[src/rtl/ta_pkg.sv]
package ta_pkg;

  // Width of the offset and phase fields; covers oversampling factors up to 16
  localparam int SEL_W = 4;

  typedef enum logic {
    ST_HUNT = 1'b0,
    ST_LOCK = 1'b1
  } alignState_t;

  // Strobes from control to datapath
  typedef struct packed {
    logic [SEL_W-1:0] offset;    // barrel shifter select
    logic [SEL_W-1:0] phase;     // word position inside the 30-bit grid
    logic             packEn;    // store this aligned word into the group
    logic             packDone;  // this word completes the group
  } alignCtrl_t;

endpackage

[src/rtl/ta_datapath.sv]
module ta_datapath
  import ta_pkg::*;
#(
  parameter int W   = 10,
  parameter int OVS = 3
) (
  input  logic                 clk,
  input  logic                 rst_n,
  input  logic [W-1:0]         rxWord,
  input  alignCtrl_t           ctrl,
  output logic                 wordGood,
  output logic [W*OVS-1:0]     grpData,
  output logic                 grpValid
);

  localparam int WIN_W = 2 * W + 1;
  localparam int GRP_W = W * OVS;

  logic [W-1:0]     prevWord;
  logic             prevLast;
  logic [WIN_W-1:0] window;
  logic [W-1:0]     cand    [OVS];
  logic             candPre [OVS];
  logic [W-1:0]     aligned;
  logic             preBit;
  logic [W-1:0]     trans;
  logic [W-1:0]     allowed;
  logic [W-1:0]     slot    [OVS-1];
  logic [GRP_W-1:0] assembled;

  // Oldest bit sits at index 0 of the window
  assign window = {rxWord, prevWord, prevLast};

  always_ff @(posedge clk or negedge rst_n) begin
    if (!rst_n) begin
      prevWord <= '0;
      prevLast <= 1'b0;
    end else begin
      prevWord <= rxWord;
      prevLast <= prevWord[W-1];
    end
  end

  // One slice per candidate offset
  for (genvar c = 0; c < OVS; c++) begin : g_cand
    assign cand[c]    = window[c+1 +: W];
    assign candPre[c] = window[c];
  end

  always_comb begin
    aligned = '0;
    preBit  = 1'b0;
    for (int c = 0; c < OVS; c++) begin
      if (ctrl.offset == SEL_W'(c)) begin
        aligned = cand[c];
        preBit  = candPre[c];
      end
    end
  end

  // Level changes, including the one from the bit before the slice
  assign trans = aligned ^ {aligned[W-2:0], preBit};

  always_comb begin
    for (int j = 0; j < W; j++) begin
      allowed[j] = (((int'(ctrl.phase) * W) + j) % OVS) == 0;
    end
  end

  assign wordGood = ~|(trans & ~allowed);

  // Group assembly
  always_ff @(posedge clk or negedge rst_n) begin
    if (!rst_n) begin
      for (int s = 0; s < OVS - 1; s++) slot[s] <= '0;
    end else begin
      for (int s = 0; s < OVS - 1; s++) begin
        if (ctrl.packEn && ctrl.phase == SEL_W'(s)) slot[s] <= aligned;
      end
    end
  end

  always_comb begin
    for (int s = 0; s < OVS - 1; s++) assembled[s*W +: W] = slot[s];
    assembled[(OVS-1)*W +: W] = aligned;
  end

  always_ff @(posedge clk or negedge rst_n) begin
    if (!rst_n) begin
      grpData  <= '0;
      grpValid <= 1'b0;
    end else begin
      grpValid <= ctrl.packDone;
      if (ctrl.packDone) grpData <= assembled;
    end
  end


  offset_range_chk: assert property (@(posedge clk) disable iff (!rst_n)
    ctrl.offset < SEL_W'(OVS));


  valid_pulse_chk: assert property (@(posedge clk) disable iff (!rst_n)
    grpValid |=> !grpValid);

endmodule

[src/rtl/ta_control.sv]
module ta_control
  import ta_pkg::*;
#(
  parameter int OVS        = 3,
  parameter int LOCK_WORDS = 8,
  parameter int LOSE_WORDS = 4
) (
  input  logic       clk,
  input  logic       rst_n,
  input  logic       wordGood,
  output alignCtrl_t ctrl,
  output logic       locked
);

  localparam int GC_W = $clog2(LOCK_WORDS + 1);
  localparam int BC_W = $clog2(LOSE_WORDS + 1);

  alignState_t      state;
  logic [SEL_W-1:0] phase;
  logic [SEL_W-1:0] offset;
  logic [GC_W-1:0]  goodCnt;
  logic [BC_W-1:0]  badCnt;
  logic             armed;
  logic             lastPhase;
  logic [SEL_W-1:0] nextOfs;
  logic             gainNow;
  logic             dropNow;
  logic             packEn;

  assign lastPhase = (phase == SEL_W'(OVS - 1));
  assign nextOfs   = (offset == SEL_W'(OVS - 1)) ? '0 : offset + 1'b1;
  assign gainNow   = (state == ST_HUNT) && wordGood && (goodCnt == GC_W'(LOCK_WORDS - 1));
  assign dropNow   = (state == ST_LOCK) && !wordGood && (badCnt == BC_W'(LOSE_WORDS - 1));
  assign packEn    = (state == ST_LOCK) && !dropNow && (armed || phase == '0);

  assign ctrl.offset   = offset;
  assign ctrl.phase    = phase;
  assign ctrl.packEn   = packEn;
  assign ctrl.packDone = packEn && lastPhase;
  assign locked        = (state == ST_LOCK);

  always_ff @(posedge clk or negedge rst_n) begin
    if (!rst_n) begin
      phase <= '0;
    end else begin
      phase <= lastPhase ? '0 : phase + 1'b1;
    end
  end

  always_ff @(posedge clk or negedge rst_n) begin
    if (!rst_n) begin
      state   <= ST_HUNT;
      offset  <= '0;
      goodCnt <= '0;
      badCnt  <= '0;
      armed   <= 1'b0;
    end else begin
      case (state)
        ST_HUNT: begin
          if (!wordGood) begin
            goodCnt <= '0;
            offset  <= nextOfs;
          end else if (gainNow) begin
            state   <= ST_LOCK;
            goodCnt <= '0;
            badCnt  <= '0;
            armed   <= 1'b0;
          end else begin
            goodCnt <= goodCnt + 1'b1;
          end
        end
        ST_LOCK: begin
          if (dropNow) begin
            state   <= ST_HUNT;
            offset  <= nextOfs;
            badCnt  <= '0;
            goodCnt <= '0;
            armed   <= 1'b0;
          end else begin
            if (wordGood) badCnt <= '0;
            else          badCnt <= badCnt + 1'b1;
            if (phase == '0) armed <= 1'b1;
          end
        end
        default: state <= ST_HUNT;
      endcase
    end
  end


  lock_gain_chk: assert property (@(posedge clk) disable iff (!rst_n)
    $rose(locked) |-> ($past(goodCnt) == GC_W'(LOCK_WORDS - 1)) && $past(wordGood));


  offset_hold_chk: assert property (@(posedge clk) disable iff (!rst_n)
    (locked && $past(locked)) |-> $stable(offset));


  lock_drop_chk: assert property (@(posedge clk) disable iff (!rst_n)
    $fell(locked) |-> ($past(badCnt) == BC_W'(LOSE_WORDS - 1)) && !$past(wordGood));

endmodule

[src/rtl/triplet_aligner.sv]
module triplet_aligner
  import ta_pkg::*;
#(
  parameter int WORD_W     = 10,
  parameter int OVS        = 3,
  parameter int LOCK_WORDS = 8,
  parameter int LOSE_WORDS = 4
) (
  input  logic                  clk,
  input  logic                  rst_n,
  input  logic [WORD_W-1:0]     rxWord,
  output logic                  alignLock,
  output logic [WORD_W*OVS-1:0] grpData,
  output logic                  grpValid
);

  alignCtrl_t ctrl;
  logic       wordGood;

  ta_control #(
    .OVS        (OVS),
    .LOCK_WORDS (LOCK_WORDS),
    .LOSE_WORDS (LOSE_WORDS)
  ) u_ctrl (
    .clk      (clk),
    .rst_n    (rst_n),
    .wordGood (wordGood),
    .ctrl     (ctrl),
    .locked   (alignLock)
  );

  ta_datapath #(
    .W   (WORD_W),
    .OVS (OVS)
  ) u_dp (
    .clk      (clk),
    .rst_n    (rst_n),
    .rxWord   (rxWord),
    .ctrl     (ctrl),
    .wordGood (wordGood),
    .grpData  (grpData),
    .grpValid (grpValid)
  );


  valid_locked_chk: assert property (@(posedge clk) disable iff (!rst_n)
    grpValid |-> alignLock);

endmodule

[config.mk]
export PLATFORM = sky130hd
export DESIGN_NAME = triplet_aligner
export DESIGN_NICKNAME = d
export VERILOG_FILES = /design/src/rtl/ta_pkg.sv /design/src/rtl/ta_datapath.sv /design/src/rtl/ta_control.sv /design/src/rtl/triplet_aligner.sv
export SDC_FILE = /design/constraint.sdc
export NUM_CORES = 1
export LEC_CHECK = 0
export ABC_AREA = 0
export BUFFER_PORTS_ARGS = -buffer_cell sky130_fd_sc_hd__buf_2
export CAP_MARGIN = 20
export CORE_MARGIN = 10
export CORE_UTILIZATION = 55
export DETAILED_ROUTE_END_ITERATION = 7
export PLACE_DENSITY = 0.79
export REMOVE_ABC_BUFFERS = 1
export SETUP_SLACK_MARGIN = 0.15
export SYNTH_ARGS = -nofsm -noshare
export SYNTH_HDL_FRONTEND = slang
export SYNTH_HIERARCHICAL = 1
export SYNTH_SLANG_ARGS = --single-unit
[constraint.sdc]
create_clock -name clk -period 9.05 [get_ports clk]
set_clock_uncertainty 0.2 [all_clocks]
set_input_delay 0.4525 -clock clk [delete_from_list [all_inputs] [get_ports clk]]
set_output_delay 0.4525 -clock clk [all_outputs]
set_load 0.005 [all_outputs]
Yosys cells after proc, flatten, opt, wreduce, memory -nomap -nowiden --
Index checks and enable logic that the tools add are counted.
Storage, ports and cells: flip-flop bits (word level) 79, input port bits 12, output and inout port bits 32, word-level logic and storage cells 108
Operators by class: add/subtract/negate cells 13, multiply operators 1, divide/modulo/power cells 10, equality and inequality tests 11, muxes and demuxes 29, bitwise logic cells 4, reduce and logical (&&, ||, !) cells 28
Operators with widths (number):
- 32-bit logical NOT | 10
- 32-bit by 3-bit modulo with 32-bit output, second input constant | 10
- 32-bit by 4-bit adder with 32-bit output, second input constant | 4
- 32-bit by 3-bit adder with 32-bit output, second input constant | 2
- 32-bit by 5-bit adder with 32-bit output, second input constant | 2
- 32-bit by 2-bit adder with 32-bit output, second input constant | 1
- 10-bit 2-to-1 mux | 3
- 4-bit 2-to-1 mux | 7
- 4-bit case mux with 2 select lines | 2
- 4-bit by 1-bit adder with 4-bit output, second input constant | 3
- 3-bit 2-to-1 mux | 4
- 10-bit bitwise AND | 1
- 1-bit 2-to-1 mux | 10
- 10-bit NOT | 1
- 10-bit OR reduction | 1
- 10-bit XOR | 1
- 1-bit logical AND | 9
- 4-bit by 1-bit equality test with 1-bit output, second input constant | 2
- 4-bit by 2-bit equality test with 1-bit output, second input constant | 2
- 4-bit logical NOT | 2
- 4-bit by 3-bit multiplier with 7-bit output, second input constant | 1
- 2-bit != test, second input constant | 3
- 3-bit case mux with 2 select lines | 1
- 4-bit by 3-bit equality test with 1-bit output, second input constant | 1
- other kinds (10) | 13

Longest topological paths before layout --
word-level depth 13, gate-level depth with buffers 33, depth with buffers taken out 27

By module --
Netlist, hierarchy kept.
By module, submodules not included:
- ta_datapath | times used 1, cells each 835, area an instance 6631.4 um2, seq. area each 1551.5 um2
- ta_control | times used 1, cells each 77, area an instance 847.1 um2, seq. area each 425.4 um2

Worst setup path before layout --
OpenSTA, ideal clock, no wires.
path type register to register, start point reg u_ctrl.phase[0], end point reg u_dp.grpData[20], setup time 0.137 ns, arrival time 7.078 ns, required time 8.713 ns, slack 1.635 ns, cell stages (with the launch flop) 32, clock period less this slack 7.415 ns, cell sequence dfrtp_1 -> buf_2 -> clkbuf_1 -> inv_1 -> clkbuf_1 -> clkbuf_1 -> ha_1 -> clkbuf_1 -> nand2b_1 -> o21ai_0 -> o22ai_1 -> a211oi_2 -> a32o_1 -> o21a_1 -> or2_2 -> ha_1 -> or2_2 -> xnor2_1 -> inv_1 -> ha_1 -> a211oi_1 -> inv_1 -> o41ai_1 -> o221ai_1 -> a2111oi_2 -> buf_2 -> nand2b_1 -> nand2_1 -> nor2_1 -> buf_1 -> clkbuf_1 -> a21oi_1
RTL lines:
- start: declaration | line ta_control.sv:19 | logic [SEL_W-1:0] phase;
- start signal: assignment | line ta_control.sv:46 | phase <= lastPhase ? '0 : phase + 1'b1;
- end signal: assignment | line ta_datapath.sv:94 | if (ctrl.packDone) grpData <= assembled;
- end: declaration | line ta_datapath.sv:12 | output logic [W*OVS-1:0] grpData,

==> summary.md <==
| Metric | Value |
|---|---|
| Total of buffers placed on input and output ports | 43 |
| Maximum buffer depth of the clock tree | 2 |
| Period utilisation layout | 0.913 |
| Crit path max fanout | 17 |
| Fraction of layout cells with a size suffix above 1 | 0.164 |
| Path category of the worst min-delay check | input pin to flip-flop |
| Vias per cell | 6.60 |
| Clock latency of the later-clocked register in the worst-skew pair | 340 ps |
| Post-synthesis instance area | 7480 µm² |
| Post-Route Hold Slack | 19.4 ps |
| CTS Hold Bufs | 0 |
| Number of buffers and inverters on the critical path | 2 |
| Slew @ Worst Pin | 1010 ps |
| Critical Path Sink Type | flip-flop |
| Number of instances in the placed design | 1079 |
| Most used flip-flop cell after synthesis | dfrtp_1 |
| Per-cell routed wire length | 18.2 µm |
| Yosys cell types | 97 |
| Starting DRC count in detailed routing | 808 |
| H-Tree Depth | 3 |
| Setup TNS | 0 ps |
| Share of flip-flops with an asynchronous set or reset after synthesis | 1.00 |
| Power per standard cell area | 87.2 nW/µm² |
| Vias in the first global route | 6603 |
| Effective utilization at floorplan | 0.562 |
| Vertical die dimension | 137 µm |
| Kind of cell adding the most delay to the critical path | simple AND/OR/NAND/NOR gates |
| Net count reported at finish | 974 |
| Kind of launch point of the worst setup path | flip-flop |
| Overall routing resource usage | 0.203 |
| Drt drc | 0 |
| Delay of the slowest cell on the worst path | 750 ps |
| Final routed wirelength across all metal layers | 20.0 mm |
| Count of placed standard cells in the final layout, fillers left out | 1099 |
| Hold Violations, Final | 0 |
| First drt pass iteration count | 6 |
| Master of the slowest instance on the critical path | dfrtp_1 |
| Io pins | 44 |
| Number of violations of the max-capacitance limit | 0 |
| Count of antenna-violating nets left after detailed routing | 0 |
| Max Slew Vio Count | 0 |
| First-pass GRT wire length | 32.0 mm |
| Antenna cells | 0 |
| Worst EP required | 9110 ps |
| Avg Synthesized Cell Area | 8.20 µm² |
| Count of state elements after synthesis | 79 |
| Maximum achievable frequency | 121 MHz |
| Clock tree from TritonCTS | yes |
| Clock Tree Root | clkbuf_16 |
| Routed via count | 7253 |
| Aggregate global routing overflow | 0 |
| Worst slack after detailed placement | 608 ps |
| Core area | 13300 µm² |
| Std cell rows | 42 |
| Post-DP HPWL | 13.4 mm |
| Endpoints failing setup | 0 |
| Status | finished, final reports clean |
| Synthesis warning total | 6 |
| Synth Instances | 912 |
| Worst ir drop on vdd | 0.157 mV |
| Reg clk slew, reported paths | 60 ps |
| Clock sink count | 79 |
| EDFF count, synth | 0 |
| Least setup slack across all paths after layout | 790 ps |
| Leak | 0.00366 µW |
| Die Outline Area | 18700 µm² |
| Final Util | 0.612 |
| Sequential cell area fraction in the yosys report | 0.264 |
| Synth-to-Final Area Change | 8.80% |
| Most frequent cell on the critical path | ha_1 |
| Pin count of the biggest net entering global routing | 80 |
| RSZ-0062 raised after global routing | false |
| Kind of critical path | flip-flop to flip-flop |
| Data arrival time of the worst path | 8320 ps |
| Number of antenna violations at the first check in global routing | 0 |
| Chip Width | 137 µm |
| Tmin final | 8260 ps |
| Last weighted congestion value of the routability-driven placer | 0.961 |
| Inserted Clock Buffers | 9 |
| Headroom to the max-slew limit | 0.323 |
| Number of filler instances in the final layout | 1155 |
-- area by class of cell --
class	instances	area, µm²	area share
Multi-Input combinational cell	729	5150	0.633
Sequential cell	79	1980	0.243
Timing Repair Buffer	61	353	0.0434
Clock buffer	9	225	0.0277
Tap cell	176	220	0.0271
Inverter	38	143	0.0175
Clock inverter	7	67.6	0.00830
-- final timing paths --
kind,endpoint,depth (start not counted),slack [ps],from
setup / recovery,u_dp/assembled[4],26,790,u_ctrl/phase[2]
hold / removal,u_dp/prevWord[7],1,20,rxWord[7]
setup reg to reg,u_dp/assembled[4],26,790,u_ctrl/phase[2]
hold reg to reg,u_dp/prevLast,0,240,u_dp/prevWord[9]
max in group asynchronous,u_ctrl/phase[0],1,7900,rst_n
min in group asynchronous,u_dp/grpData[15],1,60,rst_n
-- per-layer routing --
metal,wire length (µm),up-vias,track usage
met4,440,0,0.0639
met2,9380,364,0.330
li1,-,3424,-
met3,1500,43,0.0326
met5,0,-,0
met1,8650,3422,0.271
-- per-stage QoR --
step           total power, µW  cell area (µm²)
2_1_floorplan              364             7140
5_1_grt                    734             8140
3_5_place_dp               374             7750
4_1_cts                    715             8050
6_report                   710             8140
3_3_place_gp               373             7750
-- worst register-to-register path, delay by kind of cell, from the launching register on --
family / cells / cell delay, ps
compound gates: 8 / 2040
simple gates: 10 / 2850
buf+inv: 2 / 320
flops: 1 / 750
xor+xnor: 1 / 490
fa+ha+maj: 4 / 1240
mux: 1 / 310
-- cells in the final DEF, fill, tap and decap left out, types with 13 or more instances in the layout --
cell     count
nand2_1     69
inv_1       34
dfrtp_1     78
nor3_1      32
a21oi_1     86
a22o_1      13
buf_2       42
o21ai_0     30
ha_1        42
mux2_2      22
nand3_1     26
buf_4       19
xnor2_1     22
nor2_1      90
-- synth_stat cells (5+ instances only) --
master | n | area share
mux2_2 | 22 | 0.033
o211ai_1 | 9 | 0.0090
buf_2 | 21 | 0.014
ha_1 | 44 | 0.074
or2_2 | 8 | 0.0067
o22ai_1 | 10 | 0.0084
a221oi_1 | 9 | 0.011
a21boi_0 | 6 | 0.0060
or4_1 | 5 | 0.0050
nand2b_1 | 6 | 0.0050
inv_1 | 34 | 0.017
a211oi_2 | 5 | 0.0084
a2111oi_0 | 9 | 0.011
nand2_1 | 69 | 0.035
o31ai_1 | 8 | 0.0080
nand4_1 | 10 | 0.0084
a21o_1 | 7 | 0.0070
nand4b_1 | 7 | 0.0082
a21oi_1 | 86 | 0.058
o21a_1 | 8 | 0.0080
dfrtp_1 | 79 | 0.26
and2_1 | 9 | 0.0075
a211oi_1 | 5 | 0.0050
o221ai_1 | 9 | 0.011
xnor2_1 | 22 | 0.026
xor2_1 | 10 | 0.012
buf_4 | 7 | 0.0070
nor2_1 | 91 | 0.046
a22o_1 | 13 | 0.015
a31oi_1 | 7 | 0.0059
nor4_1 | 11 | 0.0092
a22oi_1 | 5 | 0.0050
nand3_1 | 26 | 0.017
nor2b_1 | 8 | 0.0067
mux2i_1 | 12 | 0.016
nor3_1 | 32 | 0.021
clkbuf_1 | 32 | 0.016
o21ai_0 | 30 | 0.020
-- sequential cells by signal, indices dropped and copies added (netlist names) --
name            flops
u_dp/grpData       30
u_dp/assembled     20
u_dp/prevWord      10
u_ctrl/goodCnt      4
u_ctrl/offset       4
u_ctrl/phase        4
u_ctrl/badCnt       3
u_ctrl/armed        1
u_ctrl/locked       1
u_dp/grpValid       1
u_dp/prevLast       1
-- kinds of logic (layout without fill, tap and decap cells) --
logic type	Yosys count	count (layout)	share of synthesized area
adder cells (fa/ha/maj)	44	44	0.0736
AO/OA/AOI/OAI	290	290	0.280
multiplexers	35	35	0.0507
XOR/XNOR	34	35	0.0433
AND/OR/NAND/NOR	323	325	0.223
buffers and inverters	107	115	0.0649
flip-flops	79	79	0.264
-- power by group --
part / switching [µW] / internal [µW] / leakage, µW
Sequential: 2.22 / 356 / 0.00105
Clock: 152 / 191 / 0.000139
Combinational: 7.13 / 1.87 / 0.00247
-- repair_timing --
action | in CTS | in global routing
setup endpoints to repair | 0 | 50
setup buffers | 0 | 1
resized for setup | 0 | 6
(Power assumes the default switching activity.)
